## src/rtl/occ_emu_pkg.sv

```systemverilog
package occ_emu_pkg;

  typedef enum logic {
    DR_IDLE = 1'b0,
    DR_RUN  = 1'b1
  } drain_st_e;

  // clock cycles taken by one frame: header and samples, each sample
  // lasting cps system clocks
  function automatic int unsigned frame_clks(input int unsigned hdr,
                                             input int unsigned smp,
                                             input int unsigned cps);
    return (hdr + smp) * cps;
  endfunction

endpackage

```

## src/rtl/occ_limit.sv

```systemverilog
module occ_limit #(
  parameter int unsigned DEPTH_W   = 4,
  parameter int unsigned MAX_DEPTH = 15,
  parameter int unsigned DEF_DEPTH = 10
) (
  input  logic [DEPTH_W-1:0] cfg_depth,
  input  logic [DEPTH_W-1:0] occ,
  output logic [DEPTH_W-1:0] limit,
  output logic               inhibit
);
  localparam logic [DEPTH_W-1:0] DEF_V = DEPTH_W'(DEF_DEPTH);
  localparam logic [DEPTH_W-1:0] MAX_V = DEPTH_W'(MAX_DEPTH);

  logic [DEPTH_W-1:0] eff_depth;

  always_comb begin
    if (cfg_depth == '0)
      eff_depth = DEF_V;
    else if (cfg_depth > MAX_V)
      eff_depth = MAX_V;
    else
      eff_depth = cfg_depth;
  end

  // one spare slot: block while the last usable slot is taken
  assign limit   = eff_depth - DEPTH_W'(1);
  assign inhibit = (occ >= limit);

endmodule

```

## src/rtl/occ_tracker.sv

```systemverilog
module occ_tracker #(
  parameter int unsigned OCC_W = 4
) (
  input  logic             clk,
  input  logic             rst,
  input  logic             inc,
  input  logic             dec,
  output logic [OCC_W-1:0] occ
);

  always_ff @(posedge clk) begin
    if (rst) begin
      occ <= '0;
    end else begin
      unique case ({inc, dec})
        2'b10:   occ <= occ + OCC_W'(1);
        2'b01:   occ <= occ - OCC_W'(1);
        default: occ <= occ;
      endcase
    end
  end

  // a completion only happens with an event present
  p_no_underflow_r5: assert property (@(posedge clk) disable iff (rst)
    dec |-> (occ != '0));

endmodule

```

## src/rtl/drain_timer.sv

```systemverilog
module drain_timer
  import occ_emu_pkg::*;
#(
  parameter int unsigned CNT_W   = 9,
  parameter int unsigned HDR_W   = 5,
  parameter int unsigned SAMPLES = 128,
  parameter int unsigned CPS     = 2
) (
  input  logic             clk,
  input  logic             rst,
  input  logic             pending,
  input  logic             keep_going,
  input  logic [HDR_W-1:0] hdr_len,
  output logic             busy,
  output logic             done
);

  drain_st_e        st;
  logic [CNT_W-1:0] cnt;
  logic [CNT_W-1:0] load_val;

  assign load_val = CNT_W'(frame_clks(32'(hdr_len), SAMPLES, CPS)) - CNT_W'(1);
  assign busy     = (st == DR_RUN);
  assign done     = (st == DR_RUN) && (cnt == '0);

  always_ff @(posedge clk) begin
    if (rst) begin
      st  <= DR_IDLE;
      cnt <= '0;
    end else begin
      unique case (st)
        DR_IDLE: begin
          if (pending) begin
            st  <= DR_RUN;
            cnt <= load_val;
          end
        end
        DR_RUN: begin
          if (cnt == '0) begin
            if (keep_going) cnt <= load_val;
            else            st  <= DR_IDLE;
          end else begin
            cnt <= cnt - CNT_W'(1);
          end
        end
        default: st <= DR_IDLE;
      endcase
    end
  end

  // a frame under way runs on until its counter expires
  p_frame_holds_r5: assert property (@(posedge clk) disable iff (rst)
    (busy && !done) |=> busy);

endmodule

```

## src/rtl/trig_occ_emulator.sv

```systemverilog
module trig_occ_emulator #(
  parameter int unsigned DEPTH_W         = 4,
  parameter int unsigned MAX_DEPTH       = 15,
  parameter int unsigned DEF_DEPTH       = 10,
  parameter int unsigned HDR_W           = 5,
  parameter int unsigned SAMPLES         = 128,
  parameter int unsigned CLKS_PER_SAMPLE = 2
) (
  input  logic               clk,
  input  logic               rst,
  input  logic               trig_i,
  input  logic [DEPTH_W-1:0] cfg_depth,
  input  logic [HDR_W-1:0]   cfg_hdr_len,
  output logic               inhibit_o,
  output logic [DEPTH_W-1:0] occ_o,
  output logic               busy_o
);
  localparam int unsigned MAX_FRAME = ((1 << HDR_W) - 1 + SAMPLES) * CLKS_PER_SAMPLE;
  localparam int unsigned CNT_W     = $clog2(MAX_FRAME + 1);

  logic [DEPTH_W-1:0] occ;
  logic [DEPTH_W-1:0] limit;
  logic               inhibit;
  logic               accept;
  logic               done;
  logic               busy;
  logic               keep_going;

  occ_limit #(
    .DEPTH_W  (DEPTH_W),
    .MAX_DEPTH(MAX_DEPTH),
    .DEF_DEPTH(DEF_DEPTH)
  ) u_limit (
    .cfg_depth(cfg_depth),
    .occ      (occ),
    .limit    (limit),
    .inhibit  (inhibit)
  );

  assign accept     = trig_i & ~inhibit;
  assign keep_going = (occ > DEPTH_W'(1)) | accept;

  occ_tracker #(
    .OCC_W(DEPTH_W)
  ) u_track (
    .clk(clk),
    .rst(rst),
    .inc(accept),
    .dec(done),
    .occ(occ)
  );

  drain_timer #(
    .CNT_W  (CNT_W),
    .HDR_W  (HDR_W),
    .SAMPLES(SAMPLES),
    .CPS    (CLKS_PER_SAMPLE)
  ) u_drain (
    .clk       (clk),
    .rst       (rst),
    .pending   (occ != '0),
    .keep_going(keep_going),
    .hdr_len   (cfg_hdr_len),
    .busy      (busy),
    .done      (done)
  );

  assign inhibit_o = inhibit;
  assign occ_o     = occ;
  assign busy_o    = busy;

  p_count_up_r2: assert property (@(posedge clk) disable iff (rst)
    (trig_i && !inhibit_o && !done) |=> ((occ_o - $past(occ_o)) == DEPTH_W'(1)));

  p_blocked_r3: assert property (@(posedge clk) disable iff (rst)
    (trig_i && inhibit_o && !done) |=> $stable(occ_o));

  p_no_overflow_r4: assert property (@(posedge clk) disable iff (rst)
    occ_o <= limit);

  p_start_next_r5: assert property (@(posedge clk) disable iff (rst)
    (!busy_o && occ_o != '0) |=> busy_o);

  p_no_gap_r6: assert property (@(posedge clk) disable iff (rst)
    (done && occ_o > DEPTH_W'(1)) |=> busy_o);

  p_same_edge_r7: assert property (@(posedge clk) disable iff (rst)
    (done && trig_i && !inhibit_o) |=> ($stable(occ_o) && busy_o));

  p_busy_needs_event_r9: assert property (@(posedge clk) disable iff (rst)
    busy_o |-> (occ_o != '0));

endmodule

```

## config.mk

```make
export PLATFORM = sky130hd
export DESIGN_NAME = trig_occ_emulator
export DESIGN_NICKNAME = d
export VERILOG_FILES = /design/src/rtl/occ_emu_pkg.sv /design/src/rtl/occ_limit.sv /design/src/rtl/occ_tracker.sv /design/src/rtl/drain_timer.sv /design/src/rtl/trig_occ_emulator.sv
export SDC_FILE = /design/constraint.sdc
export NUM_CORES = 1
export LEC_CHECK = 0
export BUFFER_PORTS_ARGS = -buffer_cell sky130_fd_sc_hd__clkbuf_2
export CAP_MARGIN = 5
export CORE_MARGIN = 5
export CORE_UTILIZATION = 60
export CTS_CLUSTER_DIAMETER = 200
export CTS_CLUSTER_SIZE = 8
export DETAILED_ROUTE_END_ITERATION = 16
export GPL_TIMING_DRIVEN = 0
export PLACE_DENSITY = 0.91
export SYNTH_ARGS = -nofsm -noshare
export SYNTH_HDL_FRONTEND = slang
export SYNTH_HIERARCHICAL = 1
export SYNTH_SLANG_ARGS = --single-unit
```

## constraint.sdc

```tcl
create_clock -name clk -period 9.1 [get_ports clk]
set_input_delay 1.82 -clock clk [delete_from_list [all_inputs] [get_ports clk]]
set_output_delay 1.82 -clock clk [all_outputs]
set_load 0.1 [all_outputs]
```

==> results of run 1 <==
## layout by cell type, fill, tap and decap left out, drive strengths merged
| master | n |
|---|---|
| or2 | 2 |
| buf | 3 |
| o31ai | 3 |
| o211ai | 5 |
| nor3b | 1 |
| a31oi | 1 |
| nor2b | 5 |
| o21ai | 5 |
| a32o | 3 |
| nor3 | 9 |
| nor4 | 3 |
| mux2i | 3 |
| or4 | 4 |
| o41ai | 1 |
| a2111oi | 1 |
| xnor2 | 3 |
| o311ai | 1 |
| a21oi | 7 |
| mux2 | 3 |
| dfxtp | 14 |
| inv | 10 |
| xor2 | 4 |
| nor2 | 11 |
| nor4b | 2 |
| o32ai | 1 |
| and3 | 1 |
| or3 | 4 |
| clkbuf | 24 |
| nand2b | 2 |
| nand2 | 1 |
| nand3 | 4 |
| or4b | 4 |
| a32oi | 1 |
| nand4 | 3 |
| ha | 10 |
| or3b | 1 |
## critical path, cell delays in order
cell	delay [ns]
clkbuf_2	0.11
nor3_1	0.18
nor2_1	0.07
ha_1	0.18
xnor2_1	0.19
ha_1	0.23
a2111oi_2	0.05
nor3_1	0.38
clkbuf_2	0.53
## final cells by class
type	count	share of cell area (%)
flip-flops and latches	14	21.2
clock buffers	4	2.75
inverters	10	2.84
repair buffers	17	6.44
multi-input cells	109	61.8
plain buffers	6	2.37
well taps	27	2.56
## how the worst min path moves through the flow
stage | start | endpoint | slack [ns] | cells past startpoint
floorplan | u_drain/cnt[4] | u_drain/cnt[4] | 0.50 | 2
global placement | u_drain/cnt[0] | u_drain/cnt[0] | 0.53 | 2
detailed placement | u_drain/cnt[1] | u_drain/cnt[1] | 0.55 | 2
CTS | u_drain/cnt[1] | u_drain/cnt[1] | 0.56 | 2
finish | u_drain/cnt[1] | u_drain/cnt[1] | 0.55 | 2
global route | u_drain/cnt[4] | u_drain/cnt[4] | 0.59 | 2
## report_power, final
group	total [µW]	switching, µW	internal [µW]
Combinational	313	205	109
Clock	46.3	22.0	24.4
Sequential	111	28.7	82.5
Total	471	255	215
## registers in the layout (all words and copies together), names as in the netlist
name,flops
u_drain/busy,1
u_drain/cnt,9
u_track/occ,4
## through the flow
step,util (%),instances,cell area [µm²],worst slack [ns]
2_1_floorplan,-,139,1170,2.37
3_3_place_gp,67.6,183,1280,3.62
3_5_place_dp,67.6,183,1280,3.54
4_1_cts,69.5,187,1320,3.53
5_1_grt,69.5,187,1320,3.39
6_report,69.5,187,1320,3.53
## metal layers
layer	wire length [µm]	up-vias	part of all wire, %	GRT usage, %
met5	0	-	0	0
li1	-	571	-	-
met4	65	0	2.1	14.5
met3	156	8	5.1	5.26
met1	1240	546	41	26.5
met2	1580	45	52	42.3
==> metrics.txt, run 1 <==
outcome completed; CTS clk-pin slew, worst paths 0.08 ns; fin crit share approximately 61%; share of layout cells above drive strength 1 about 23%; nets between 150 and 200; post-CTS setup repair buffer count 0; DIE AREA slightly below 3000 µm²; boundary pin count 18; Critical R2R Capture u_drain/cnt[3]; Tmin final between 5 and 6 ns; Reg2Reg Depth 13; maxcap violations 0; CTS max path bufs 2; Pwr Total 471 µW; largest net degree at the start of global routing 11; ant diodes 0; HPWL Detailed around 2200 µm; synthesized area between 1000 and 1500 µm²; Setup violations, final 0; CTS buffer count 3; Root Buffer clkbuf_4; FF-to-FF setup slack 5.99 ns; # clock sinks 14; CP Capture Point inhibit_o; crit path kind in2out; Die Y 54.1 µm; FF+latch area between 200 and 300 µm²; core area ~1900 µm²; Mapped Cells between 100 and 150; footprint of the multi-input gates 817 µm²; total number of yosys warnings 6; Max transition margin 53.3%; CTS Hold Bufs 0; Syn-to-layout area delta 13.3%; CP Capture Type output pin; Worst setup SP type input pin; Hold Slack 0.546 ns; r2r startpoint u_track/occ[0]; Vias per Instance roughly 6.3; CTS tree yes; Pre-antenna DRT Iters 4; worst slew pin tran 0.697 ns; first-pass GRT wire length 5090 µm; final hold vios 0; gpl congestion between 0.9 and 1; via count between 1,000 and 1,500; pwr dens around 360 nW/µm²; number of DRC markers in iteration 0 54; grt total ovfl 0; antenna violations before repair 0; Critical Path Fanout Max 3; syn_area_per_cell about 8.4 µm²; Worst EP arrival roughly 3.8 ns; Worst Setup SP cfg_depth[2]; Peak VDD IR roughly 0.22 mV; RSZ-0062 raised after global routing false; FILL cells around 160; Slew Viols, Final 0; WL/cell 16.2 µm; LEAKAGE slightly below 0.0006 µW; Worst EP required 7.28 ns; Die X 54.1 µm; vias in the first global route 1,194; DRC 0; Hold Crit Class reg2reg; IO buf count 17; Synth Net Count 161; total number of H-tree levels 1; gr usage total 24.2%; Routed Antenna Nets 0; post-cts resize count 0; Starting Density 61.3%; clk_lat worst skew 0.29 ns; achievable frequency roughly 180 MHz; worst clock skew ~0.014 ns; TNS Setup 0 ns; Routed Wire Length between 3000 and 4000 µm; row cnt 16
Note: power is estimated with default switching activity, not from simulation.
==> inputs of run 2 (changes only) <==
- CORE_UTILIZATION: 60 -> 56
- PLACE_DENSITY: 0.91 -> 0.86
- clock period: 9.1 -> 5.2 ns (I/O delays scaled with it)
==> run 2 against run 1 <==
Effect of this change:
- global-route usage down 5.6 points
- core utilization down 2.6 points
- sequential power up 77%
- non-clock buffer count unchanged
- setup slack worse by 2.2 ns
- routed wire length down 7.3%
- via count down 2.2%
==> metrics.txt, run 2 (same netlist as run 1, synthesis figures left out) <==
Max transition margin 51.8% (-1.5 points); max FFs per register 9 (unchanged); FF-to-FF setup slack 2.15 ns (-3.84 ns); core area 1980 µm² (+4.2%); fin crit share around three quarters; commonest non-fill, non-tap cell in the layout clkbuf_2; nets 183 (unchanged); Vias per Instance 6.12 (-2.2%); CTS buffer count 3 (unchanged); Starting Density 58.8% (-2.5 points); CTS clk-pin slew, worst paths 0.08 ns (about the same); Worst setup SP type input pin; HPWL Detailed 2180 µm (-0.96%); boundary pin count 18 (unchanged); Root Buffer clkbuf_4; maxcap violations 0 (unchanged); WHS Endpoint u_drain/cnt[1]; RSZ-0062 raised after global routing false; Tmin final slightly below 4 ns; antenna violations before repair 0 (unchanged); clk_lat worst skew 0.27 ns (-0.02 ns); Pwr Total 817 µW (+74%); gpl congestion 0.926 (+0.43%); crit path kind in2out; pwr dens 616 nW/µm² (+73%); Slew Viols, Final 0 (unchanged); Die Y 55.6 µm (+2.9%); Reg2Reg Depth 11 (-2); Hold Path Stages 2 (unchanged); HP Start u_drain/cnt[1]; Routed Wire Length 2810 µm (-7.3%); Worst EP arrival 2.83 ns (-0.92 ns); ant diodes 0 (unchanged); CTS tree yes; Routed Antenna Nets 0 (unchanged); Pre-antenna DRT Iters 6 (+2); number of DRC markers in iteration 0 42 (-22%); FILL cells 176 (+8.6%); gr usage total 18.7% (-5.6 points); worst slew pin tran 0.718 ns (+0.0218 ns); Critical Path Fanout Max 3 (unchanged); Die X 55.6 µm (+2.9%); LEAKAGE 0.000583 µW (+0.16%); Peak VDD IR 0.512 mV (+140%); # clock sinks 14 (unchanged); TNS Setup 0 ns (unchanged); commonest non-fill, non-tap cells in the layout 17 x clkbuf_2, 14 x dfxtp_1, 11 x nor2_1; FF+latch area 280 µm² (unchanged); DIE AREA 3090 µm² (+5.8%); CTS max path bufs 2 (unchanged); r2r startpoint u_track/occ[0]; share of layout cells above drive strength 1 23.1% (+0.63 points); grt total ovfl 0 (unchanged); Setup violations, final 0 (unchanged); Largest Register u_drain/cnt; Worst EP required 4.16 ns (-3.12 ns); total number of H-tree levels 1 (unchanged); CP Capture Type output pin; CTS Hold Bufs 0 (unchanged); DRC 0 (unchanged); Hold Crit Class reg2reg; IO buf count 17 (unchanged); non-filler cells in the finished layout 187 (unchanged); Critical R2R Capture u_track/occ[3]; outcome completed; vias in the first global route 1,105 (-7.5%); largest net degree at the start of global routing 11 (unchanged); post-CTS setup repair buffer count 0 (unchanged); first-pass GRT wire length 4770 µm (-6.2%); final hold vios 0 (unchanged); Placed Cells 183 (unchanged); post-cts resize count 0 (unchanged); WL/cell 15.0 µm (-7.3%); Syn-to-layout area delta 13.7%; row cnt 16 (unchanged); worst clock skew 0.00230 ns (-0.0116 ns); footprint of the multi-input gates 822 µm² (+0.61%); achievable frequency approximately 260 MHz; via count 1,144 (-2.2%)
run 2: cell counts in the layout (fill, tap and decap cells not counted):
Identical to the previous run, type by type.
run 2: through the flow:
step	area (µm²)	util, %	hold WS (ns)	worst slack, ns
after floorplan	1170	-	0.496	0.415
after global placement	1290	65.1	0.535	1.26
after detailed placement	1290	65.1	0.538	1.19
after CTS	1330	66.9	0.551	1.32
after global routing	1330	66.9	0.581	1.24
final	1330	66.9	0.553	1.33
run 2: cell type report:
class / instances / share of cell area, %
multi-input cells: 109 / 62.0
flip-flops and latches: 14 / 21.1
repair buffers: 17 / 6.42
inverters: 10 / 2.83
clock buffers: 4 / 2.74
well taps: 27 / 2.55
plain buffers: 6 / 2.36
run 2: where the power goes:
part / internal (µW) / leakage [µW] / switching (µW)
registers: 144 / 0.000115 / 51.7
clock network: 42.5 / 0.0000210 / 34.8
logic: 190 / 0.000447 / 353
total: 377 / 0.000583 / 440
run 2: per-layer routing:
| layer | global-route usage (%) | vias up | wire length (µm) |
|---|---|---|---|
| li1 | - | 571 | - |
| met1 | 21.7 | 528 | 1230 |
| met2 | 33.8 | 43 | 1380 |
| met3 | 3.94 | 2 | 190 |
| met4 | 5.56 | 0 | 12 |
| met5 | 0 | - | 0 |
run 2: worst max path at each step:
stage	start	endpoint	slack [ns]	cells past startpoint
after floorplan	cfg_depth[3]	u_drain/cnt[5]	0.42	14
after global placement	cfg_depth[3]	u_drain/cnt[2]	1.26	15
after detailed placement	cfg_depth[2]	u_drain/cnt[2]	1.19	15
after CTS	cfg_depth[2]	inhibit_o	1.32	8
after global routing	cfg_depth[3]	inhibit_o	1.24	9
final	cfg_depth[2]	inhibit_o	1.33	9
run 2: critical path: stages:
cell,delay [ns]
clkbuf_2,0.11
nor3_1,0.17
nor2_1,0.06
ha_1,0.19
xnor2_1,0.13
ha_1,0.28
nor3_1,0.05
nor3_2,0.28
clkbuf_2,0.52
==> inputs of run 3 (changes only) <==
- clock period: 5.2 -> 3.8 ns (I/O delays scaled with it)
==> run 3 against run 2 <==
Effect of this change:
- global-route usage up 1.4 points
- critical path type is now in2reg
- register-to-register slack worse by 1.4 ns
- sequential cell count unchanged
- critical endpoint is now u_track/occ[2]
==> metrics.txt, run 3 (same netlist as run 1, synthesis figures left out) <==
Routed Antenna Nets 0 (unchanged); core area 1980 µm² (unchanged); Hold Crit Class reg2reg; row cnt 16 (unchanged); max FFs per register 9 (unchanged); Root Buffer clkbuf_4; RSZ-0062 raised after global routing false; Crit path depth 16 (+7); clk_lat worst skew 0.30 ns (+0.03 ns); gpl congestion 0.939 (+1.3%); IO buf count 17 (unchanged); commonest non-fill, non-tap cell in the layout clkbuf_2; worst slew pin tran 0.709 ns (-0.00937 ns); via count 1,153 (+0.79%); Critical Path Max Stage Delay 0.42 ns (-0.10 ns); post-CTS setup repair buffer count 0 (unchanged); final hold vios 0 (unchanged); Pre-antenna DRT Iters 4 (-2); Die X 55.6 µm (unchanged); crit-path cells clkbuf_2 > nor3_2 > nor2_1 > ha_2 > ha_1 > a2111oi_2 > nor3_4 > nor2b_4 > inv_1 > ha_2 > xor2_1 > ha_1 > a21oi_1 > xor2_1 > or3_1 > a21oi_1; Setup violations, final 0 (unchanged); pwr dens 838 nW/µm² (+36%); share of layout cells above drive strength 1 26.3% (+3.1 points); HPWL Detailed 2310 µm (+6.1%); Reg2Reg Depth 14 (+3); Crit-path slowest cell a2111oi_2; achievable frequency between 200 and 300 MHz; Syn-to-layout area delta 16.6%; TNS Setup 0 ns (unchanged); Tmin final between 3 and 4 ns; CTS max path bufs 2 (unchanged); Worst setup SP type input pin; number of DRC markers in iteration 0 43 (+2.4%); worst clock skew 0.0165 ns (+0.0142 ns); outcome completed; nets 183 (unchanged); Critical Path Fanout Max 4 (+1); DRC 0 (unchanged); Worst EP arrival 3.61 ns (+0.78 ns); antenna violations before repair 0 (unchanged); Worst EP required 4.02 ns (-0.14 ns); fin area 1360 µm² (+2.5%); Die Y 55.6 µm (unchanged); CTS buffer count 3 (unchanged); Hold Path Stages 2 (unchanged); Vias per Instance 6.17 (+0.79%); WL/cell 15.5 µm (+2.9%); first-pass GRT wire length 5040 µm (+5.5%); Slew Viols, Final 0 (unchanged); Util after Layout 68.6% (+1.7 points); Max transition margin 52.4% (+0.63 points); crit path kind in2reg; post-cts resize count 0 (unchanged); vias in the first global route 1,127 (+2.0%); largest net degree at the start of global routing 11 (unchanged); CTS Hold Bufs 0 (unchanged); grt total ovfl 0 (unchanged); ant diodes 0 (unchanged); Buf/Inv on CP 2 (unchanged); CP Capture Type register; LEAKAGE 0.000583 µW (about the same); CTS tree yes; Starting Density 58.8% (unchanged); CTS clk-pin slew, worst paths 0.08 ns (about the same); Peak VDD IR 0.633 mV (+24%); Largest Register u_drain/cnt; # clock sinks 14 (unchanged); total number of H-tree levels 1 (unchanged); Routed Wire Length 2890 µm (+2.9%); fin crit share between 80% and 90%; Placed Area 1320 µm² (+2.6%); gr usage total 20.1% (+1.4 points); DIE AREA 3090 µm² (unchanged); delay-heaviest family, CP adder cells; FILL cells 181 (+2.8%); boundary pin count 18 (unchanged); maxcap violations 0 (unchanged); commonest non-fill, non-tap cells in the layout 17 x clkbuf_2, 14 x dfxtp_1, 11 x nor2_1
run 3: cell count changes in the layout (fill, tap and decap cells not counted):
cell	before	now
nor3_2	1	2
nor3_1	8	6
ha_2	0	2
ha_4	0	1
nor3_4	0	1
ha_1	10	7
run 3: layout make-up:
type                            instances  area (µm²)  share of cell area (%)
Multi-Input combinational cell        109         856                    62.9
Sequential cell                        14         280                    20.6
Timing Repair Buffer                   17        85.1                    6.26
Inverter                               10        37.5                    2.76
Clock buffer                            4        36.3                    2.67
Tap cell                               27        33.8                    2.48
Buffer                                  6        31.3                    2.30
run 3: worst min-delay path, cell delays in order (launching register included):
cell     delay [ns]
dfxtp_1        0.37
nand3_1        0.09
a21oi_1        0.06
run 3: path summary, 6_finish.rpt:
path	end	slack [ns]	start
max	u_track/occ[2]	0.41	cfg_depth[3]
min	u_drain/cnt[4]	0.57	u_drain/cnt[4]
max reg2reg	u_track/occ[2]	0.78	u_track/occ[0]
min reg2reg	u_drain/cnt[4]	0.57	u_drain/cnt[4]
run 3: power by group:
group / internal (µW) / total (µW) / leakage [µW] / switching (µW)
Sequential: 198 / 263 / 0.000115 / 65.9
Combinational: 272 / 763 / 0.000447 / 491
Clock: 58.4 / 114 / 0.0000210 / 55.6
run 3: metal layers:
metal / vias up / part of all wire [%] / GRT usage [%]
met4: 0 / 1.3 / 5.56
met5: - / 0 / 0
met2: 36 / 49 / 33.3
li1: 572 / - / -
met3: 6 / 5.0 / 5.80
met1: 539 / 44 / 25.2
run 3: stage by stage:
stage                     setup WS [ns]  hold slack [ns]  cells  total power, µW
after floorplan                  -0.215            0.496    139              875
after global placement            0.228            0.534    183              996
after detailed placement          0.136            0.550    183             1020
after CTS                         0.432            0.564    187             1140
after global routing              0.263            0.584    187             1240
final                             0.413            0.566    187             1140
